File: config.mk
export PLATFORM = sky130hd
export DESIGN_NAME = cfg_seq_ctrl
export DESIGN_NICKNAME = d
export VERILOG_FILES = /design/src/rtl/cfg_seq_pkg.sv /design/src/rtl/cfg_step_cnt.sv /design/src/rtl/cfg_mode_latch.sv /design/src/rtl/cfg_clk_gate.sv /design/src/rtl/cfg_seq_ctrl.sv
export SDC_FILE = /design/constraint.sdc
export NUM_CORES = 1
export LEC_CHECK = 0
export ABC_AREA = 1
export BUFFER_PORTS_ARGS = -buffer_cell sky130_fd_sc_hd__buf_2
export CORE_MARGIN = 2
export CORE_UTILIZATION = 30
export CTS_BUF_LIST = sky130_fd_sc_hd__clkbuf_16
export CTS_CLUSTER_DIAMETER = 120
export DETAILED_ROUTE_END_ITERATION = 10
export HOLD_SLACK_MARGIN = 0.02
export SYNTH_ARGS = -nofsm -noshare
export SYNTH_HDL_FRONTEND = slang
export SYNTH_SLANG_ARGS = --single-unit
File: constraint.sdc
create_clock -name clk -period 1.9 [get_ports clk]
set_input_delay 0.285 -clock clk [delete_from_list [all_inputs] [get_ports clk]]
set_output_delay 0.285 -clock clk [all_outputs]
set_load 0.02 [all_outputs]
File: src/rtl/cfg_seq_pkg.sv
package cfg_seq_pkg;
   typedef enum logic [3:0] {
      ST_IDLE   = 4'd0,
      ST_CLEAR  = 4'd1,
      ST_SAMPLE = 4'd2,
      ST_SYNC   = 4'd3,
      ST_IDCHK  = 4'd4,
      ST_LOAD   = 4'd5,
      ST_CRC    = 4'd6,
      ST_START  = 4'd7,
      ST_DONE   = 4'd8,
      ST_ERROR  = 4'd9,
      ST_TEST   = 4'd10
   } cfg_state_e;
endpackage

File: src/rtl/cfg_step_cnt.sv
module cfg_step_cnt #(
   parameter int W = 4
) (
   input  logic         clk,
   input  logic         rst_n,
   input  logic         clr,
   input  logic         inc,
   output logic [W-1:0] count
);
   always_ff @(posedge clk or negedge rst_n) begin
      if (!rst_n)   count <= '0;
      else if (clr) count <= '0;
      else if (inc) count <= count + 1'b1;
   end
endmodule

File: src/rtl/cfg_mode_latch.sv
module cfg_mode_latch #(
   parameter int          MW          = 3,
   parameter logic [(1<<MW)-1:0] MASTER_MASK = '1
) (
   input  logic          clk,
   input  logic          rst_n,
   input  logic          capture,
   input  logic [MW-1:0] mode_pins,
   output logic [MW-1:0] mode_q,
   output logic          is_master
);
   always_ff @(posedge clk or negedge rst_n) begin
      if (!rst_n)       mode_q <= '0;
      else if (capture) mode_q <= mode_pins;
   end

   assign is_master = MASTER_MASK[mode_q];
endmodule

File: src/rtl/cfg_clk_gate.sv
module cfg_clk_gate #(
   parameter bit KEEP_CLK = 1'b0
) (
   input  logic flow_act,
   input  logic in_done,
   input  logic is_master,
   output logic clk_en
);
   generate
      if (KEEP_CLK) begin : g_keep
         assign clk_en = is_master & (flow_act | in_done);
      end else begin : g_stop
         logic unused_done;
         assign unused_done = in_done;
         assign clk_en = is_master & flow_act;
      end
   endgenerate
endmodule

File: src/rtl/cfg_seq_ctrl.sv
module cfg_seq_ctrl
   import cfg_seq_pkg::*;
#(
   parameter int          IDW            = 32,
   parameter logic [IDW-1:0] DEV_ID      = 32'h1A2B_3C4D,
   parameter int          CLR_CYCLES     = 8,
   parameter int          NUM_WORDS      = 16,
   parameter int          STARTUP_CYCLES = 4,
   parameter logic [7:0]  MASTER_MASK    = 8'h0F,
   parameter bit          PERSIST        = 1'b0,
   parameter bit          UPSET_SCAN     = 1'b0
) (
   input  logic           clk,
   input  logic           rst_n,
   input  logic           pwr_good,
   input  logic [2:0]     mode_pins,
   input  logic           sync_found,
   input  logic [IDW-1:0] id_word,
   input  logic           id_valid,
   input  logic           data_valid,
   input  logic           crc_ok,
   input  logic           test_act,
   output logic [3:0]     state,
   output logic           clk_en,
   output logic           err,
   output logic           done
);
   localparam bit KEEP_CLK = PERSIST | UPSET_SCAN;
   localparam int MAX_A    = (CLR_CYCLES > NUM_WORDS) ? CLR_CYCLES : NUM_WORDS;
   localparam int CNT_MAX  = (MAX_A > STARTUP_CYCLES) ? MAX_A : STARTUP_CYCLES;
   localparam int CW       = $clog2(CNT_MAX + 1);
   localparam logic [CW-1:0] CLR_LAST  = CW'(CLR_CYCLES - 1);
   localparam logic [CW-1:0] LOAD_LAST = CW'(NUM_WORDS - 1);
   localparam logic [CW-1:0] SU_LAST   = CW'(STARTUP_CYCLES - 1);

   initial begin
      if (CLR_CYCLES < 1 || NUM_WORDS < 1 || STARTUP_CYCLES < 1)
         $fatal(1, "cfg_seq_ctrl: step lengths must be at least one");
      if (IDW < 1)
         $fatal(1, "cfg_seq_ctrl: IDW must be positive");
   end

   cfg_state_e     cur, nxt;
   logic           pg_q, pwr_rise;
   logic [CW-1:0]  cnt;
   logic           cnt_clr, cnt_inc;
   logic [2:0]     mode_q;
   logic           is_master;

   always_ff @(posedge clk or negedge rst_n) begin
      if (!rst_n) pg_q <= 1'b0;
      else        pg_q <= pwr_good;
   end
   assign pwr_rise = pwr_good & ~pg_q;

   always_comb begin
      nxt = cur;
      unique case (cur)
         ST_IDLE:   nxt = ST_IDLE;
         ST_CLEAR:  if (cnt == CLR_LAST) nxt = ST_SAMPLE;
         ST_SAMPLE: nxt = ST_SYNC;
         ST_SYNC:   if (sync_found) nxt = ST_IDCHK;
         ST_IDCHK:  if (id_valid) nxt = (id_word == DEV_ID) ? ST_LOAD : ST_ERROR;
         ST_LOAD:   if (data_valid && cnt == LOAD_LAST) nxt = ST_CRC;
         ST_CRC:    nxt = crc_ok ? ST_START : ST_ERROR;
         ST_START:  if (cnt == SU_LAST) nxt = ST_DONE;
         ST_DONE:   nxt = ST_DONE;
         ST_ERROR:  nxt = ST_ERROR;
         ST_TEST:   nxt = ST_CLEAR;
         default:   nxt = ST_IDLE;
      endcase
      if (pwr_rise) nxt = ST_CLEAR;
      if (test_act) nxt = ST_TEST;
   end

   always_ff @(posedge clk or negedge rst_n) begin
      if (!rst_n) cur <= ST_IDLE;
      else        cur <= nxt;
   end

   assign cnt_clr = (nxt != cur) | pwr_rise;
   assign cnt_inc = (cur == ST_CLEAR) | (cur == ST_START) |
                    ((cur == ST_LOAD) & data_valid);

   cfg_step_cnt #(.W(CW)) i_cnt (
      .clk   (clk),
      .rst_n (rst_n),
      .clr   (cnt_clr),
      .inc   (cnt_inc),
      .count (cnt)
   );

   cfg_mode_latch #(.MW(3), .MASTER_MASK(MASTER_MASK)) i_mode (
      .clk       (clk),
      .rst_n     (rst_n),
      .capture   (cur == ST_SAMPLE),
      .mode_pins (mode_pins),
      .mode_q    (mode_q),
      .is_master (is_master)
   );

   cfg_clk_gate #(.KEEP_CLK(KEEP_CLK)) i_gate (
      .flow_act  (cur >= ST_SYNC && cur <= ST_START),
      .in_done   (cur == ST_DONE),
      .is_master (is_master),
      .clk_en    (clk_en)
   );

   assign state = cur;
   assign err   = (cur == ST_ERROR);
   assign done  = (cur == ST_DONE);
endmodule

* Yosys cells after proc, flatten, opt, wreduce, memory -nomap -nowiden
Memory sizes are Yosys's and may differ from the RTL's. Cells that the tools add are included.
Word-level totals: ROM bits 8, memories kept 1, register bits after elaboration 13, bits in writable memories 0, latch bits 0, word-level logic and storage cells 47, bits of input ports 43, output and inout port bits 7
Cells by class: reduce and logical (&&, ||, !) cells 3, $lt $le $gt $ge 3, shift operators 0, multipliers 0, add/sub/neg operators 1, div/mod/pow operators 0, bitwise operators 7, equal/unequal tests 15, mux-type cells 13
Memories:
- (name not given) | depth 8, width 1, rd ports 1, clocked after memory_dff 0, wr ports 0, RTL line cfg_mode_latch.sv:17 | assign is_master = MASTER_MASK[mode_q];
Operators by type and width (number):
- $pmux W4 S10 | 1
- $mux W4 | 9
- $eq A32 B29 Y1 const B | 1
- $eq A4 B3 Y1 const B | 4
- $eq A4 B4 Y1 const B | 3
- $mux W5 | 2
- $eq A4 B2 Y1 const B | 2
- $add A5 B1 Y5 const B | 1
- $eq A5 B2 Y1 const B | 1
- $eq A5 B3 Y1 const B | 1
- $eq A5 B4 Y1 const B | 1
- $eq A4 B1 Y1 const B | 1
- $ge A4 B2 Y1 const B | 1
- $le A4 B3 Y1 const B | 1
- $lt A3 B4 Y1 const B | 1
- $ne A4 B4 Y1 | 1
- $and A1 B1 Y1 | 3
- $or A1 B1 Y1 | 3
- $logic_and A1 B1 Y1 | 2
- $reduce_bool A2 Y1 | 1
- $mux W1 | 1
- $not A1 Y1 | 1

* Longest topological paths before layout
depth after elaboration 9, gate-level depth with buffers 17, mapped depth without buffers 17

* Cells and area by module
From an unflattened synthesis, not the netlist that was laid out.
Unflattened totals: cells, all modules 192, area, all modules 1103.6 µm²
By module, submodules not included:
- cfg_seq_ctrl | sequential area each 125.1 µm², area each 713.2 µm², cells an instance 144, times used 1
- cfg_step_cnt | sequential area each 125.1 µm², area each 266.5 µm², cells an instance 32, times used 1
- cfg_mode_latch | sequential area each 75.1 µm², area each 116.4 µm², cells an instance 14, times used 1
- cfg_clk_gate | sequential area each 0.0 µm², area each 7.5 µm², cells an instance 2, times used 1

* Worst setup path before layout
OpenSTA, ideal clock, no wires.
kind reg2reg, from register i_cnt.count[0], to register i_cnt.count[0], path buffers 0, clock period less this slack 1.805 ns, arrival 1.733 ns, data required time 1.828 ns, slack 0.095 ns, library setup time 0.072 ns, stages on the path, launching flop included 18, cells stage by stage dfrtp_1 -> ha_1 -> nand2_1 -> nor2_1 -> ha_1 -> nand2_1 -> inv_1 -> nand2_1 -> nand2_1 -> nor2_2 -> nand2_1 -> nand2_1 -> nand2_2 -> nand2_1 -> nand3_1 -> nor2_2 -> nand3_2 -> nor2_1
On the way: longest elaborated chain between the ends 9, elaborated cells on any way between the ends 16, classes of those cells add/sub: 1; eq/ne: 4; mux: 8; bitwise: 1; reduce/logical: 2
RTL lines:
- start, declared | RTL line cfg_step_cnt.sv:8 | output logic [W-1:0] count
- start signal, assigned | RTL line cfg_step_cnt.sv:13 | else if (inc) count <= count + 1'b1;
- $eq A5 B4 Y1 | RTL line cfg_seq_ctrl.sv:64 | ST_LOAD: if (data_valid && cnt == LOAD_LAST) nxt = ST_CRC;
- $logic_and A1 B1 Y1 | RTL line cfg_seq_ctrl.sv:64
- $mux W4 | RTL line cfg_seq_ctrl.sv:64
- $pmux W4 S10 * | RTL line cfg_seq_ctrl.sv:58 | unique case (cur)
- $mux W4 * | RTL line cfg_seq_ctrl.sv:72 | if (pwr_rise) nxt = ST_CLEAR;
- $mux W4 * | RTL line cfg_seq_ctrl.sv:73 | if (test_act) nxt = ST_TEST;
- net nxt[1] | RTL line cfg_seq_ctrl.sv:43 | cfg_state_e cur, nxt;
- $ne A4 B4 Y1 * | RTL line cfg_seq_ctrl.sv:81 | assign cnt_clr = (nxt != cur) | pwr_rise;
- $or A1 B1 Y1 * | RTL line cfg_seq_ctrl.sv:81
- $mux W5 or $reduce_bool A2 Y1 (tied branches)
The timed path passes the listed nets; every way through them passes the cells marked *. The select of a mux whose other input is x is not followed. A chain may end at the register's enable or synchronous reset.

* Final worst setup path
from register i_cnt.count[0], to register i_cnt.count[1]
The elaborated chain is that of the path after synthesis.

==> impl_metrics.tcl <==
set metrics [dict create \
    final.setup.tns_ns 0 \
    slew_viol_final 0 \
    hold_violations 0 \
    power_leakage_nw 0.847 \
    first_pass_iters 4 \
    grt_start_max_net_pins 12 \
    nFillCells 350 \
    cts_sinks 11 \
    holdCritPathClass "input pin to flip-flop" \
    ant_nets 0 \
    drive_above_1_share_pct 39.7 \
    post-route-drc-count 0 \
    wl_per_cell_um 9.52 \
    drt_iter0_drc 34 \
    rsz0062_at_grt "yes" \
    antenna_cells 0 \
    grt_first_pass_wirelength_mm 4.21 \
    io_buffer_count 47 \
    grt_usage_pct 13.5 \
    dp.final_hpwl_mm 2.11 \
    setup_ws_ns 0.0511 \
    root_buffer "clkbuf_16" \
    ys_types 26 \
    grt_overflow_total 0 \
    syn-cell-area_um2 1030 \
    crit_arrival_ns 2.02 \
    peakVddDrop_uv 463 \
    postLayoutCoreUtil_pct 44.4 \
    p_sw_uw 229 \
    initial_core_util_pct 31.0 \
    via_per_inst 4.31 \
    die_x_um 62.5 \
    drt_wl_total_mm 2.57 \
    final_nets 270 \
    pwr-share-clk_pct 44.4 \
    cts_made_buffers 3 \
    slew_headroom_pct 79.7 \
    clock_latency_ns 0.24 \
    h-tree-depth 1 \
    place_ws_ns -0.00918 \
    share_comb_of_total_power_pct 24.1 \
    clk_pin_slew_ns 0.04 \
    endpoint_kind "flip-flop" \
    layout.cells.non_filler 270 \
    status "finished clean" \
    core_um2 3310 \
    layout_min_cycle_time_ns 1.85 \
    finalPower_uw 845 \
    cts_tree "done" \
    antenna_found_initial 0 \
    vias 1164 \
    final_cell_mix "buf_2, nand2_1, inv_1" \
    routabilityCongestion 0.907 \
    ys_seq_area_share_pct 26.8 \
    setup_viol_count_final 0 \
    worstMarginPinSlew_ns 0.304 \
    maxCapViolations 0 \
    required_ns 2.07 \
    fmax_mhz 541 \
    rows 21 \
    power.density_nw_per_um2 574 \
    worstSetupPathType "flip-flop to flip-flop" \
    start_kind "flip-flop" \
    crit_fanout 5 \
    yosysWarnings 0 \
    swShare_pct 27.1 \
    die_area_um2 3900 \
    min_period_over_period_pct 97.3 \
    die_h_um 62.5 \
    dp_cells 264 \
    finClkSkew_ns 0.00145 \
    grt_pass1_vias 1019 \
    p_int_uw 616 \
    area_growth_syn_to_layout_pct 43.4 \
    syn-num-nets 211 \
    synth_cells 166 \
    clk_path_buf_depth 2 \
    final_common_cell "buf_2" \
    ioPinCount 50 \
    ys_ff_latch 11 \
    syn_avg_cell_area_um2 6.18 \
    p_seq_share_pct 31.6 \
]
per-layer routing:
layer | part of all wire (%) | vias up | global-route usage (%)
met5 | 0 | - | 0
met4 | 2.0 | 0 | 7.50
met1 | 46 | 479 | 16.7
met3 | 10 | 5 | 3.96
met2 | 41 | 52 | 20.8
li1 | - | 628 | -
Yosys cell counts (all sizes together):
cell type  instances  area, um2
mux2               2       22.5
o221ai             1       8.76
or3                1       6.26
nor2              31        129
dfrtp             11        275
buf                1       15.0
nand4              5       31.3
nand2             54        225
ha                 2       25.0
or2                1       6.26
o21ai              3       22.5
nand3              9       55.1
inv               33        124
mux2i              1       10.0
a21oi              2       10.0
nor3               4       20.0
nand3b             1       7.51
nor4               1       6.26
xor2               2       17.5
xnor2              1       8.76
flip-flops by register name, indices dropped and copies added, names as in the netlist:
signal / cells
i_mode.mode_q: 1
state: 4
i_cnt.count: 5
pg_q: 1
stage by stage:
step	area, um2	hold slack [ns]
after global routing	1470	0.171
after global placement	1350	0.167
after detailed placement	1350	0.169
final	1470	0.169
after CTS	1450	0.165
after floorplan	1030	-0.0106
power by group through the flow:
stage,Sequential [mW],Combinational (mW),Clock [mW]
global route,0.268,0.228,0.399
CTS,0.266,0.200,0.384
floorplan,0.270,0.118,0
global placement,0.269,0.197,0
finish,0.267,0.203,0.375
detailed placement,0.270,0.197,0
cells by family after synthesis:
kind of cell / after synthesis / synth area share [%]
AO/OA/AOI/OAI: 6 / 4.02
XOR/XNOR: 3 / 2.56
adder cells (fa/ha/maj): 2 / 2.44
buffers and inverters: 34 / 13.5
flip-flops: 11 / 26.8
multiplexers: 3 / 3.17
AND/OR/NAND/NOR: 107 / 47.4
worst paths after layout:
| kind | start | to | slack [ns] | cells past startpoint |
|---|---|---|---|---|
| worst max register to register | i_cnt.count[0] | i_cnt.count[1] | 0.05 | 17 |
| min in group asynchronous | rst_n | i_cnt.count[1] | 0.45 | 2 |
| worst max-delay path | i_cnt.count[0] | i_cnt.count[1] | 0.05 | 17 |
| worst min-delay path | pwr_good | pg_q | 0.17 | 1 |
| max in group asynchronous | rst_n | state[0] | 1.22 | 2 |
| worst min register to register | i_mode.mode_q[2] | i_mode.mode_q[2] | 0.50 | 1 |
final cells by class:
cell class | count | area (um2) | share of cell area [%]
flip-flops and latches | 11 | 277 | 18.8
clock inverters | 1 | 3.75 | 0.255
repair buffers | 55 | 298 | 20.2
inverters | 33 | 124 | 8.42
clock buffers | 3 | 75.1 | 5.10
well taps | 46 | 57.6 | 3.91
multi-input cells | 121 | 637 | 43.3
worst max-delay path: stages (launching register included):
cell and delay, ns:
dfrtp_1 0.38, ha_2 0.19, nand2_2 0.06, nor2_1 0.04, ha_2 0.16, nand2_2 0.06
inv_2 0.03, nand2_2 0.06, nand2_2 0.04, nor2_2 0.07, nand2_1 0.05, nand2_1 0.09
nand2_2 0.07, nand2_2 0.06, nand3_2 0.06, nor2_2 0.11, nand3_2 0.13, nor2_1 0.12
repair_timing:
item / 4_1_cts / 5_1_grt
endpoints found under the hold margin: 11 / 0
pin swaps: 6 / 8
gates cloned: 0 / 0
setup buffers: 0 / 1
endpoints found under the setup margin: 5 / 6
resized for setup: 3 / 8
hold buffers: 1 / 0
(Power assumes the default switching activity.)
